==> src/rtl/srsa_pkg.sv <==
package srsa_pkg;

    // Nominal width of block k: two blocks of 2, then growing by one.
    function automatic int nominal_size(input int k);
        return (k < 2) ? 2 : k + 1;
    endfunction

    // Number of blocks needed to cover w bits.
    function automatic int blk_count(input int w);
        int tot;
        int n;
        tot = 0;
        n = 0;
        while (tot < w) begin
            tot = tot + nominal_size(n);
            n = n + 1;
        end
        return n;
    endfunction

    // Lowest bit position of block k.
    function automatic int blk_base(input int w, input int k);
        int tot;
        tot = 0;
        for (int i = 0; i < k; i++) begin
            tot = tot + nominal_size(i);
        end
        return (tot > w) ? w : tot;
    endfunction

    // Width of block k; the last block takes the remainder.
    function automatic int blk_size(input int w, input int k);
        if (k == blk_count(w) - 1) begin
            return w - blk_base(w, k);
        end
        return nominal_size(k);
    endfunction

endpackage

==> src/rtl/srsa_cell.sv <==
module srsa_cell (
    input  logic a_i,
    input  logic b_i,
    output logic s0_o,
    output logic s1_o,
    output logic c0_o,
    output logic c1_o
);
    logic half_sum;

    always_comb begin
        half_sum = a_i ^ b_i;
        s0_o     = half_sum;
        s1_o     = ~half_sum;
        c0_o     = a_i & b_i;
        c1_o     = a_i | b_i;
    end
endmodule

==> src/rtl/srsa_rail.sv <==
module srsa_rail #(
    parameter int N = 2
) (
    input  logic [N-1:0] s0_i,
    input  logic [N-1:0] s1_i,
    input  logic [N-1:0] c0_i,
    input  logic [N-1:0] c1_i,
    input  logic         cin_i,
    output logic [N-1:0] sum_o,
    output logic         cout_o
);
    logic [N:0] chain;

    always_comb begin
        chain[0] = cin_i;
        for (int i = 0; i < N; i++) begin
            sum_o[i]   = chain[i] ? s1_i[i] : s0_i[i];
            chain[i+1] = chain[i] ? c1_i[i] : c0_i[i];
        end
        cout_o = chain[N];
    end
endmodule

==> src/rtl/srsa_block.sv <==
module srsa_block #(
    parameter int N     = 2,
    parameter bit FIRST = 1'b0
) (
    input  logic [N-1:0] a_i,
    input  logic [N-1:0] b_i,
    input  logic         cin_i,
    output logic [N-1:0] sum_o,
    output logic         cout_o
);
    logic [N-1:0] s0, s1, c0, c1;

    for (genvar i = 0; i < N; i++) begin : g_cell
        srsa_cell u_cell (
            .a_i  (a_i[i]),
            .b_i  (b_i[i]),
            .s0_o (s0[i]),
            .s1_o (s1[i]),
            .c0_o (c0[i]),
            .c1_o (c1[i])
        );
    end

    if (FIRST) begin : g_direct
        srsa_rail #(.N(N)) u_rail (
            .s0_i   (s0),
            .s1_i   (s1),
            .c0_i   (c0),
            .c1_i   (c1),
            .cin_i  (cin_i),
            .sum_o  (sum_o),
            .cout_o (cout_o)
        );
    end else begin : g_spec
        logic [N-1:0] sum_lo, sum_hi;
        logic         cy_lo, cy_hi;

        srsa_rail #(.N(N)) u_rail0 (
            .s0_i   (s0),
            .s1_i   (s1),
            .c0_i   (c0),
            .c1_i   (c1),
            .cin_i  (1'b0),
            .sum_o  (sum_lo),
            .cout_o (cy_lo)
        );
        srsa_rail #(.N(N)) u_rail1 (
            .s0_i   (s0),
            .s1_i   (s1),
            .c0_i   (c0),
            .c1_i   (c1),
            .cin_i  (1'b1),
            .sum_o  (sum_hi),
            .cout_o (cy_hi)
        );

        always_comb begin
            sum_o  = cin_i ? sum_hi : sum_lo;
            cout_o = cin_i ? cy_hi  : cy_lo;
        end
    end
endmodule

==> src/rtl/sqrt_csel_adder.sv <==
module sqrt_csel_adder #(
    parameter int W = 16
) (
    input  logic [W-1:0] a,
    input  logic [W-1:0] b,
    input  logic         cin,
    output logic [W-1:0] sum,
    output logic         cout
);
    localparam int NB = srsa_pkg::blk_count(W);

    logic [NB:0] blk_c;

    assign blk_c[0] = cin;

    for (genvar k = 0; k < NB; k++) begin : g_blk
        localparam int LO = srsa_pkg::blk_base(W, k);
        localparam int SZ = srsa_pkg::blk_size(W, k);

        srsa_block #(.N(SZ), .FIRST(k == 0)) u_blk (
            .a_i    (a[LO +: SZ]),
            .b_i    (b[LO +: SZ]),
            .cin_i  (blk_c[k]),
            .sum_o  (sum[LO +: SZ]),
            .cout_o (blk_c[k+1])
        );
    end

    assign cout = blk_c[NB];
endmodule

==> config.mk <==
export PLATFORM = sky130hd
export DESIGN_NAME = sqrt_csel_adder
export DESIGN_NICKNAME = d
export VERILOG_FILES = /design/src/rtl/srsa_pkg.sv /design/src/rtl/srsa_cell.sv /design/src/rtl/srsa_rail.sv /design/src/rtl/srsa_block.sv /design/src/rtl/sqrt_csel_adder.sv
export SDC_FILE = /design/constraint.sdc
export NUM_CORES = 1
export LEC_CHECK = 0
export BUFFER_PORTS_ARGS = -buffer_cell sky130_fd_sc_hd__buf_4
export CAP_MARGIN = 20
export CELL_PAD_IN_SITES_DETAIL_PLACEMENT = 1
export CELL_PAD_IN_SITES_GLOBAL_PLACEMENT = 2
export CORE_MARGIN = 3
export CORE_UTILIZATION = 29
export DETAILED_ROUTE_END_ITERATION = 8
export PLACE_DENSITY = 0.86
export SLEW_MARGIN = 0
export SYNTH_ARGS = -nofsm -noshare
export SYNTH_HDL_FRONTEND = slang
export SYNTH_SLANG_ARGS = --single-unit
==> constraint.sdc <==
create_clock -name vclk -period 6.75
set_input_delay 0.675 -clock vclk [all_inputs]
set_output_delay 0.675 -clock vclk [all_outputs]
set_load 0.02 [all_outputs]
==> metrics.md <==
| Metric | Value |
|---|---|
| Setup-failing EPs final | 0 |
| CP Class | in2out |
| Core box area | slightly above 0.004 mm² |
| Setup TNS | 0 ns |
| Met1 Resource Use GR | approximately 15% |
| Worst-path cell chain | buf_4, inv_1, ha_1, or3b_1, a211o_1, nand2_2, nor2_2, mux2i_4, mux2i_4, mux2i_2, mux2i_1, buf_4 |
| Seq pwr share | 0% |
| Final Cell Area | approximately 0.0017 mm² |
| Die Wd | between 70 and 80 µm |
| Worst setup SP type | primary input |
| Max-slew violations | 0 |
| Setup bufs post-CTS | 0 |
| RePlAce Congestion | 0.777 |
| Clock buffers | 0 |
| Status | completed |
| Final HPWL DP | roughly 2600 µm |
| Fin nets | around 290 |
| Die height | roughly 70 µm |
| Clock power share | 0% |
| Vias in the first global route | 1210 |
| Proportion of layout cells with a drive suffix above 1 | between 20% and 30% |
| FMAX | 252 MHz |
| Cell class contributing the biggest share of worst-path delay | multiplexers |
| Largest net degree at the start of global routing | 9 |
| Area Overhead vs Synth | 35.4% |
| VDD IR-drop max | 0.0000579 V |
| TritonRoute pass-1 iters | 4 |
| First-pass GRT wire length | ~5000 µm |
| Count of different cell masters after synthesis | 31 |
| Vias/cell | 4.61 |
| Sequential cell count | 0 |
| Antenna diodes | 0 |
| M2 GR Usage | between 20% and 30% |
| Minimum clock period | approximately 4.0 ns |
| Die Area | a little over 0.005 mm² |
| Seq. cell area | 0 µm² |
| Period utilisation layout | 58.7% |
| Dpl cell area | approximately 0.0017 mm² |
| PD cells | 114 mW/mm² |
| Seq/Total Area, Yosys | 0% |
| Filler instances | 530 |
| Cell Area, Synth | approximately 0.0012 mm² |
| Ys Warns | 0 |
| DRT iter0 DRCs | 23 |
| Port bufs | 50 |
| Syn Nets | approximately 240 |
| HP Class | in2out |
| Initial Util | about 30% |
| WP data required | 6.07 ns |
| Switching pwr | just under 0.0001 W |
| RSZ-0062 raised after global routing | no |
| Row cnt | 23 |
| I/O pin count | 50 |
| Busiest grt layer | met2 |
| M3 GR Usage | less than 1% |
| Global route overflow | 0 |
| Crit. End Element | output pin |
| CP max stage delay | 0.42 ns |
| Relative slew slack | 65.3% |
| Worst path bufs/invs | 3 |
| Crit-path max FO | 6 |
| Worst-Margin Slew | ~0.52 ns |
| Int Pwr | between 0.00009 and 0.0001 W |
| Post-route DRC | 0 |
| Initial antenna violation count | 0 |
| ANT nets after route | 0 |
| Synthesized instance count | around 170 |
| Slowest-stage cell, CP | mux2i_4 |
| Total Wirelength | ~2800 µm |
| WL/cell | 10.3 µm |
| Hold-fix buffers at CTS | 0 |
| Fin. Hold Viols | 0 |
| Sw Share | 52.1% |
| Critical Path AT | between 3 and 4 ns |
| Max Cap Viol | 0 |
| DR vias | roughly 1200 |
| Post-CTS Resized | 0 |
| Comb power frac | 100.0% |
| P_leak | around 0.95 nW |
| Average size of a mapped cell | about 7.2 µm² |
| GR Util All Layers | between 10 and 15% |
[layout make-up]
type / count / area (µm²) / share of cell area, %
Multi-Input combinational cell: 133 / 1090 / 65.3
Tap cell: 50 / 62.6 / 3.73
Timing Repair Buffer: 50 / 375 / 22.4
Inverter: 38 / 143 / 8.51
[placed cells by master, fill, tap and decap left out, types with 2 or more instances in the layout]
cell       n
buf_4     50
inv_1     38
ha_1      32
nor2_1    15
a21oi_1   12
xnor2_1   10
nand2_1    8
mux2i_1    8
o21ai_0    5
and3b_1    5
nand2b_1   4
nor2b_1    3
or3b_1     3
nand3_1    3
xor2_1     3
nor3_1     2
o22ai_1    2
a211o_1    2
mux2i_4    2
nand3b_1   2
[power by group through the flow]
stage	Combinational, W	Sequential [W]	Clock [W]
finish	0.000191	0	0
global route	0.000210	0	0
CTS	0.000195	0	0
detailed placement	0.000194	0	0
global placement	0.000192	0	0
floorplan	0.000122	0	0
[Yosys cell counts, types with 2 or more instances]
cell      instances  share of area [%]
nor2_1           15                4.5
ha_1             32                 32
nand2b_1          4                2.0
or3b_1            3                2.1
inv_1            38                 12
o22ai_1           2                1.0
xnor2_1          10                7.1
nor2b_1           3                1.5
a211o_1           2                1.4
o21ai_0           5                2.0
xor2_1            3                2.1
nor3_1            2               0.81
nand2_1           8                2.4
a21oi_1          12                4.9
mux2i_4           2                3.6
mux2i_1           8                6.5
nand3_1           3                1.2
nand3b_1          2                1.2
and3b_1           5                3.5
[logic make-up (layout without fill, tap and decap cells)]
family,Yosys count,after routing,share of synthesized area (%)
fa+ha+maj,32,32,32.4
mux,12,12,12.1
compound gates,27,27,13.3
simple gates,49,49,21.4
xor+xnor,13,13,9.20
buf+inv,38,88,11.5
[metal layers]
layer | share of wire, % | vias to the layer above
li1 | - | 663
met3 | 4.5 | 0
met2 | 50 | 27
met5 | 0 | -
met4 | 0 | 0
met1 | 46 | 558
[path summary, 6_finish.rpt]
| check | startpoint | end | slack, ns | cells past startpoint |
|---|---|---|---|---|
| max | a[2] | cout | 2.79 | 12 |
| min | cin | sum[0] | 1.65 | 3 |
[metrics by stage]
stage	cells	hold WS [ns]	setup WS, ns	utilization (%)	power [W]
2_1_floorplan	171	1.48	2.95	-	0.000122
3_3_place_gp	271	1.65	2.81	41.3	0.000192
3_5_place_dp	271	1.65	2.75	41.3	0.000194
4_1_cts	271	1.65	2.75	41.3	0.000195
5_1_grt	271	1.66	2.53	41.3	0.000210
6_report	271	1.65	2.79	41.3	0.000191
Note: power is estimated with default switching activity, not from simulation.
